--- config.mk ---
export PLATFORM = sky130hd
export DESIGN_NAME = spi_cmd_queue
export DESIGN_NICKNAME = d
export VERILOG_FILES = /design/src/rtl/spi_cq_pkg.sv /design/src/rtl/spi_cq_fifo.sv /design/src/rtl/spi_cq_engine.sv /design/src/rtl/spi_cq_status.sv /design/src/rtl/spi_cmd_queue.sv
export SDC_FILE = /design/constraint.sdc
export NUM_CORES = 1
export LEC_CHECK = 0
export BUFFER_PORTS_ARGS = -buffer_cell sky130_fd_sc_hd__buf_4
export CAP_MARGIN = 0
export CORE_ASPECT_RATIO = 0.8
export CORE_MARGIN = 4
export CORE_UTILIZATION = 35
export DETAILED_ROUTE_END_ITERATION = 16
export GPL_ROUTABILITY_DRIVEN = 1
export REMOVE_ABC_BUFFERS = 1
export SYNTH_ARGS = -nofsm -noshare
export SYNTH_HDL_FRONTEND = slang
export SYNTH_SLANG_ARGS = --single-unit
export TNS_END_PERCENT = 20
--- constraint.sdc ---
create_clock -name clk -period 3.32 [get_ports clk]
set_input_delay 0.166 -clock clk [delete_from_list [all_inputs] [get_ports clk]]
set_output_delay 0.166 -clock clk [all_outputs]
set_load 0.01 [all_outputs]
--- src/rtl/spi_cq_pkg.sv ---
// Package: shared field layout for the command-queued SPI sequencer.
// Assumes a 16-bit command half with the bit positions below.
package spi_cq_pkg;

    localparam int NCS = 6;

    typedef struct packed {
        logic           keep_cs;   // 15: hold chip select after frame
        logic [2:0]     cfg;       // 14:12 timing configuration
        logic           end_q;     // 11: stop queue after frame
        logic           cnt_clr;   // 10: restart frame counter
        logic [3:0]     spare;     // 9:6 unused
        logic [NCS-1:0] cs_en;     // 5:0 chip-select enables
    } cmd_t;

    typedef enum logic [1:0] {
        SEL_CTRL = 2'd0,
        SEL_STAT = 2'd1,
        SEL_IEN  = 2'd2,
        SEL_PUSH = 2'd3
    } reg_sel_e;

    localparam int ST_TCF  = 31;
    localparam int ST_EOQ  = 28;
    localparam int ST_TXNF = 25;
    localparam int ST_RXOV = 19;
    localparam int ST_RXNE = 17;

    localparam int CT_FLUSH_TX = 11;
    localparam int CT_FLUSH_RX = 10;
    localparam int CT_IDLE_LO  = 16;

endpackage

--- src/rtl/spi_cq_fifo.sv ---
// Module: synchronous FIFO with a flush input.
// Assumes DEPTH is a power of two; the head word is shown combinationally.
// A push when full and a pop when empty are both ignored.
module spi_cq_fifo #(
    parameter int W     = 32,
    parameter int DEPTH = 4
) (
    input  logic         clk,
    input  logic         rst_n,
    input  logic         flush,
    input  logic         push,
    input  logic [W-1:0] wdata,
    input  logic         pop,
    output logic [W-1:0] rdata,
    output logic         empty,
    output logic         full
);
    localparam int AW = $clog2(DEPTH);

    logic [W-1:0] mem [DEPTH];
    logic [AW:0]  wp;
    logic [AW:0]  rp;

    assign empty = (wp == rp);
    assign full  = (wp[AW] != rp[AW]) && (wp[AW-1:0] == rp[AW-1:0]);
    assign rdata = mem[rp[AW-1:0]];

    // Pointer update; flush empties the queue.
    always_ff @(posedge clk) begin
        if (!rst_n || flush) begin
            wp <= '0;
            rp <= '0;
        end else begin
            if (push && !full) wp <= wp + 1'b1;
            if (pop && !empty) rp <= rp + 1'b1;
        end
    end

    // Storage write.
    always_ff @(posedge clk) begin
        if (push && !full && !flush) mem[wp[AW-1:0]] <= wdata;
    end

endmodule

--- src/rtl/spi_cq_engine.sv ---
// Module: behavioural frame engine stand-in.
// Shifts BITS bits MSB first. Each bit takes two clocks: sck high, then sck low.
// miso is sampled as sck rises. done pulses one cycle after the last bit.
module spi_cq_engine #(
    parameter int BITS = 16
) (
    input  logic            clk,
    input  logic            rst_n,
    input  logic            start,
    input  logic [BITS-1:0] tx_word,
    output logic            busy,
    output logic            done,
    output logic [BITS-1:0] rx_word,
    output logic            sck,
    output logic            mosi,
    input  logic            miso
);
    localparam int CW = $clog2(BITS);

    logic [BITS-1:0] tx_sh;
    logic [CW-1:0]   bit_idx;

    assign mosi = tx_sh[BITS-1];

    // Bit sequencing: load, sample on rise, shift on fall.
    always_ff @(posedge clk) begin
        if (!rst_n) begin
            busy    <= 1'b0;
            done    <= 1'b0;
            sck     <= 1'b0;
            tx_sh   <= '0;
            rx_word <= '0;
            bit_idx <= '0;
        end else begin
            done <= 1'b0;
            if (start && !busy) begin
                busy    <= 1'b1;
                tx_sh   <= tx_word;
                bit_idx <= '0;
                sck     <= 1'b0;
            end else if (busy && !sck) begin
                sck     <= 1'b1;
                rx_word <= {rx_word[BITS-2:0], miso};
            end else if (busy) begin
                sck   <= 1'b0;
                tx_sh <= tx_sh << 1;
                if (bit_idx == CW'(BITS - 1)) begin
                    busy <= 1'b0;
                    done <= 1'b1;
                end else begin
                    bit_idx <= bit_idx + 1'b1;
                end
            end
        end
    end

endmodule

--- src/rtl/spi_cq_status.sv ---
// Module: sticky status flags, interrupt enables and the interrupt output.
// Assumes a set and a clear of the same flag in one cycle resolve to set.
module spi_cq_status (
    input  logic        clk,
    input  logic        rst_n,
    input  logic        set_tcf,
    input  logic        set_eoq,
    input  logic        set_ovf,
    input  logic        clr_we,
    input  logic        ien_we,
    input  logic [31:0] wdata,
    input  logic        tx_not_full,
    input  logic        rx_not_empty,
    output logic [31:0] status,
    output logic        eoq_flag,
    output logic        irq
);
    import spi_cq_pkg::*;

    logic tcf_flag;
    logic ovf_flag;
    logic ien_tcf;
    logic ien_eoq;

    // Sticky flags, write-one-to-clear.
    always_ff @(posedge clk) begin
        if (!rst_n) begin
            tcf_flag <= 1'b0;
            eoq_flag <= 1'b0;
            ovf_flag <= 1'b0;
        end else begin
            tcf_flag <= set_tcf | (tcf_flag & ~(clr_we & wdata[ST_TCF]));
            eoq_flag <= set_eoq | (eoq_flag & ~(clr_we & wdata[ST_EOQ]));
            ovf_flag <= set_ovf | (ovf_flag & ~(clr_we & wdata[ST_RXOV]));
        end
    end

    // Interrupt enable register.
    always_ff @(posedge clk) begin
        if (!rst_n) begin
            ien_tcf <= 1'b0;
            ien_eoq <= 1'b0;
        end else if (ien_we) begin
            ien_tcf <= wdata[ST_TCF];
            ien_eoq <= wdata[ST_EOQ];
        end
    end

    // Status word assembly.
    always_comb begin
        status          = '0;
        status[ST_TCF]  = tcf_flag;
        status[ST_EOQ]  = eoq_flag;
        status[ST_TXNF] = tx_not_full;
        status[ST_RXOV] = ovf_flag;
        status[ST_RXNE] = rx_not_empty;
    end

    assign irq = (tcf_flag & ien_tcf) | (eoq_flag & ien_eoq);

endmodule

--- src/rtl/spi_cmd_queue.sv ---
// Module: top of the command-queued SPI frame sequencer.
// Pops command+data entries, runs one frame each, steers the chip selects,
// counts frames and stores received words. It halts while the end-of-queue
// flag is set. Assumes one frame in flight at a time.
module spi_cmd_queue #(
    parameter int TX_DEPTH = 4,
    parameter int RX_DEPTH = 4,
    parameter int CNT_W    = 16
) (
    input  logic        clk,
    input  logic        rst_n,
    input  logic        reg_we,
    input  logic [1:0]  reg_sel,
    input  logic [31:0] reg_wdata,
    input  logic        rx_pop,
    output logic [15:0] rx_data,
    output logic        rx_avail,
    output logic [31:0] status_o,
    output logic [31:0] count_o,
    output logic        irq,
    output logic        sck,
    output logic        mosi,
    input  logic        miso,
    output logic [5:0]  cs_n,
    output logic [2:0]  cfg_sel
);
    import spi_cq_pkg::*;

    localparam int DW = 16;

    logic        we_ctrl, we_stat, we_ien, we_push;
    logic        flush_tx, flush_rx;
    logic [31:0] tx_head;
    logic        tx_empty, tx_full;
    logic        rx_empty, rx_full;
    logic        start, inflight, eoq_flag;
    logic        eng_busy, eng_done;
    logic [DW-1:0] eng_rx;
    cmd_t        head_cmd, cur_cmd;
    logic [NCS-1:0] cs_act, cs_idle;
    logic [CNT_W-1:0] frame_cnt;

    assign we_ctrl  = reg_we && (reg_sel == SEL_CTRL);
    assign we_stat  = reg_we && (reg_sel == SEL_STAT);
    assign we_ien   = reg_we && (reg_sel == SEL_IEN);
    assign we_push  = reg_we && (reg_sel == SEL_PUSH);
    assign flush_tx = we_ctrl && reg_wdata[CT_FLUSH_TX];
    assign flush_rx = we_ctrl && reg_wdata[CT_FLUSH_RX];

    assign head_cmd = cmd_t'(tx_head[31:16]);
    assign start    = !inflight && !tx_empty && !eoq_flag;

    spi_cq_fifo #(.W(32), .DEPTH(TX_DEPTH)) u_txq (
        .clk(clk), .rst_n(rst_n), .flush(flush_tx),
        .push(we_push), .wdata(reg_wdata),
        .pop(start), .rdata(tx_head),
        .empty(tx_empty), .full(tx_full)
    );

    spi_cq_fifo #(.W(DW), .DEPTH(RX_DEPTH)) u_rxq (
        .clk(clk), .rst_n(rst_n), .flush(flush_rx),
        .push(eng_done), .wdata(eng_rx),
        .pop(rx_pop), .rdata(rx_data),
        .empty(rx_empty), .full(rx_full)
    );

    spi_cq_engine #(.BITS(DW)) u_eng (
        .clk(clk), .rst_n(rst_n), .start(start),
        .tx_word(tx_head[DW-1:0]),
        .busy(eng_busy), .done(eng_done), .rx_word(eng_rx),
        .sck(sck), .mosi(mosi), .miso(miso)
    );

    spi_cq_status u_stat (
        .clk(clk), .rst_n(rst_n),
        .set_tcf(eng_done),
        .set_eoq(eng_done && cur_cmd.end_q),
        .set_ovf(eng_done && rx_full),
        .clr_we(we_stat), .ien_we(we_ien), .wdata(reg_wdata),
        .tx_not_full(!tx_full), .rx_not_empty(!rx_empty),
        .status(status_o), .eoq_flag(eoq_flag), .irq(irq)
    );

    // Frame bookkeeping: latch command at start, settle selects and counter at end.
    always_ff @(posedge clk) begin
        if (!rst_n) begin
            inflight  <= 1'b0;
            cur_cmd   <= '0;
            cs_act    <= '0;
            frame_cnt <= '0;
        end else if (start) begin
            inflight <= 1'b1;
            cur_cmd  <= head_cmd;
            cs_act   <= head_cmd.cs_en;
        end else if (eng_done) begin
            inflight  <= 1'b0;
            if (!cur_cmd.keep_cs) cs_act <= '0;
            frame_cnt <= cur_cmd.cnt_clr ? CNT_W'(1) : frame_cnt + 1'b1;
        end
    end

    // Inactive chip-select levels from the control register.
    always_ff @(posedge clk) begin
        if (!rst_n)       cs_idle <= '1;
        else if (we_ctrl) cs_idle <= reg_wdata[CT_IDLE_LO +: NCS];
    end

    assign cs_n     = cs_idle ^ cs_act;
    assign cfg_sel  = cur_cmd.cfg;
    assign rx_avail = !rx_empty;
    assign count_o  = {frame_cnt, {(32 - CNT_W){1'b0}}};

endmodule

==> summary.md <==
| Metric | Value |
|---|---|
| Worst setup EP type | flop |
| Core area | 30810 µm² |
| Commonest non-fill, non-tap cell in the layout | edfxtp_1 |
| Hold_buf cts | 30 |
| Leakage | 0.004547 µW |
| Die area | 34580 µm² |
| Initial antenna violation count | 1 |
| 1st-pass router iterations | 4 |
| Multi-input gate area | 3462 µm² |
| Cell Pwr Density | 647.3 nW/µm² |
| CP Launch Point | u_txq.wp[0]$_SDFFE_PP0P_ |
| Period minus WS final | 2.427 ns |
| Number of CTS-inserted buffers | 27 |
| RSZ-0062 raised after global routing | no |
| Worst-path fanout max | 40 |
| F_max | 412.1 MHz |
| Clk slew on worst S/H paths | 0.07 ns |
| Synth Warn # | 0 |
| Setup TNS | 0 ns |
| Met3 Use GR | 0.03152 |
| Top Usage Layer GRT | met2 |
| Vias per Instance | 4.800 |
| Fraction of final layout cells sized beyond drive strength 1 | 0.2131 |
| CTS tree | done |
| Syn Inst Count | 801 |
| Post-synth top area share | 0.4770 |
| Setup bufs post-CTS | 0 |
| Max Slew Vio Count | 0 |
| Clock skew | 0.02453 ns |
| Detail Placement HPWL | 13.52 mm |
| Die width | 206.9 µm |
| Status | completed |
| Area leader, netlist | edfxtp_1 |
| TritonCTS sink count | 271 |
| Peak supply drop | 481.1 µV |
| Storage element area | 7188 µm² |
| Port buffer count | 84 |
| Async set-reset flop share out of synthesis | 0 |
| Boundary pin count | 132 |
| Seq/Total Area, Yosys | 0.6487 |
| Synth Register Bits | 271 |
| CP required | 3.78 ns |
| Worst Hold Class | in2reg |
| Row count | 57 |
| Main synth FF type | edfxtp_1 |
| Final setup viols | 0 |
| Chip height | 167.1 µm |
| CTS Buffer Depth | 3 |
| Final cycle utilization of the critical path | 0.7309 |
| Fin util | 0.4287 |
| Hold Crit Start | rx_pop |
| Avg WL per Cell | 16.41 µm |
| Relative slew margins | 0.3774 |
| Cts repair resizes | 0 |
| Pin count of the biggest net entering global routing | 41 |
| Met1 Use GR | 0.1821 |
| First-pass GRT wire length | 35.58 mm |
| Layout fillers | 2833 |
| Hold_ws | 0.03066 ns |
| Final Hold Vio Count | 0 |
| DRC | 0 |
| Worst path cell trace | xor2_1 > o31a_2 > buf_4 > nand4b_1 > o211ai_1 |
| Post-synth EDFFs | 176 |
| Maxcap violations | 0 |
| Initial Utilization | 0.3596 |
| Drt total wl | 22.12 mm |
| Slowest Stage Delay on Critical Path | 0.79 ns |
| Root buffer cell | clkbuf_16 |
| RR Startpoint | u_txq.wp[0]$_SDFFE_PP0P_ |
| Met2 Resource Use GR | 0.2001 |
| Slew @ Worst Pin | 0.9329 ns |
| Kind of critical path | reg2reg |
| Mean area per synthesized cell | 13.83 µm² |
| DR iter-0 viols | 279 |
| Slowest CP cell | o31a_2 |
| Total Routing Usage GR | 0.1272 |
| Mapped Area | 11080 µm² |
| Critical path launch point type | flop |
| GRT overflow | 0 |
| Synth cell types | 53 |
| Top cells by area, synth | edfxtp_1 48%, dfxtp_1 17%, mux4_2 8.9% |
| Vias | 6470 |
| P&R area growth vs syn | 19.21% |
| Vias in the first global route | 6400 |
| Most frequent cells in the layout | 176 x edfxtp_1, 105 x buf_4, 103 x nand2_1 |
| Clock latency on the worst-skew pair | 0.56 ns |
| Post-route ant nets | 0 |
| CP Data Arrival Time | 2.89 ns |
| H-Tree Depth | 1 |
| R2R setup slack | 0.89 ns |
| Final nets | 964 |
| Routability cong. | 0.7268 |
-- through the flow --
stage,instance area (µm²),cells,worst slack (ns),total power [µW]
4_1_cts,13210,1347,0.8362,8664
2_1_floorplan,10680,749,0.8214,4998
3_3_place_gp,12000,1267,0.9794,5518
5_1_grt,13210,1348,0.6754,9010
6_report,13210,1348,0.8933,8549
3_5_place_dp,12000,1267,0.9148,5541
-- Yosys cell counts (2+ instances only) --
master	n
nand4b_1	5
nand3b_1	2
o21ai_0	2
a21oi_1	44
edfxtp_1	176
buf_1	6
xnor2_1	7
buf_4	51
a311o_1	3
mux4_2	44
nand2b_1	3
buf_2	11
o31ai_1	10
o31a_1	3
o211ai_1	4
nor2_1	24
and2_1	9
nand2_1	103
mux2i_1	28
or4_1	8
o311ai_0	5
and3_1	2
clkbuf_1	26
ha_1	12
inv_1	12
nor4_1	2
nor3b_1	3
nor2b_1	2
or3_1	3
nand4_1	7
xor2_1	15
nor3_1	39
or2_2	2
nand3_1	15
dfxtp_1	95
-- cell type report --
type,instances,area share
flip-flops and latches,271,0.5442
multi-input cells,466,0.2621
repair buffers,135,0.08242
clock buffers,32,0.05333
well taps,413,0.03912
clock inverters,18,0.01516
inverters,12,0.003410
diodes,1,0.0001895
-- worst paths after layout --
kind	to	cells after the start
hold reg to reg	cur_cmd[15]$_SDFFE_PN0P_	2
setup reg to reg	u_eng.tx_sh[14]$_SDFFE_PN0P_	5
hold / removal	u_rxq.rp[2]$_SDFFE_PP0P_	4
setup / recovery	u_eng.tx_sh[14]$_SDFFE_PN0P_	5
-- where the power goes --
part,internal [µW],leakage (µW),switching (µW)
combinational,655,0.00174,859
clock,1770,0.000436,1300
sequential,3770,0.00238,188
-- flip-flops by register name, indices dropped and copies added, names as in the netlist, 3 cells and up, named ones only --
name / count
u_txq.rp: 3
cfg_sel: 3
u_rxq.rp: 3
cs_idle: 6
u_rxq.wp: 3
frame_cnt: 16
u_rxq.mem: 64
cur_cmd: 3
u_txq.wp: 3
u_eng.tx_sh: 16
u_eng.rx_word: 16
cs_act: 6
u_eng.bit_idx: 4
u_txq.mem: 112
-- cell families after synthesis --
logic type	after synthesis	synth area share
AO/OA/AOI/OAI	86	0.05218
XOR/XNOR	22	0.01739
adder cells (fa/ha/maj)	12	0.01355
buffers and inverters	106	0.05443
flip-flops	271	0.6487
multiplexers	72	0.1147
other	1	0.0003385
AND/OR/NAND/NOR	231	0.09870
-- per-layer routing --
layer,share of wire,vias to the layer above
li1,-,3125
met1,0.47,3184
met2,0.47,132
met3,0.052,29
met4,0.013,0
met5,0,-
-- critical path: cells and delay by family (launching register included) --
family / cells / cell delay [ns]
xor+xnor: 1 / 0.45
compound gates: 2 / 0.92
flops: 1 / 0.43
simple gates: 1 / 0.14
buf+inv: 1 / 0.38
No activity file was read; power rests on OpenSTA's default activity.
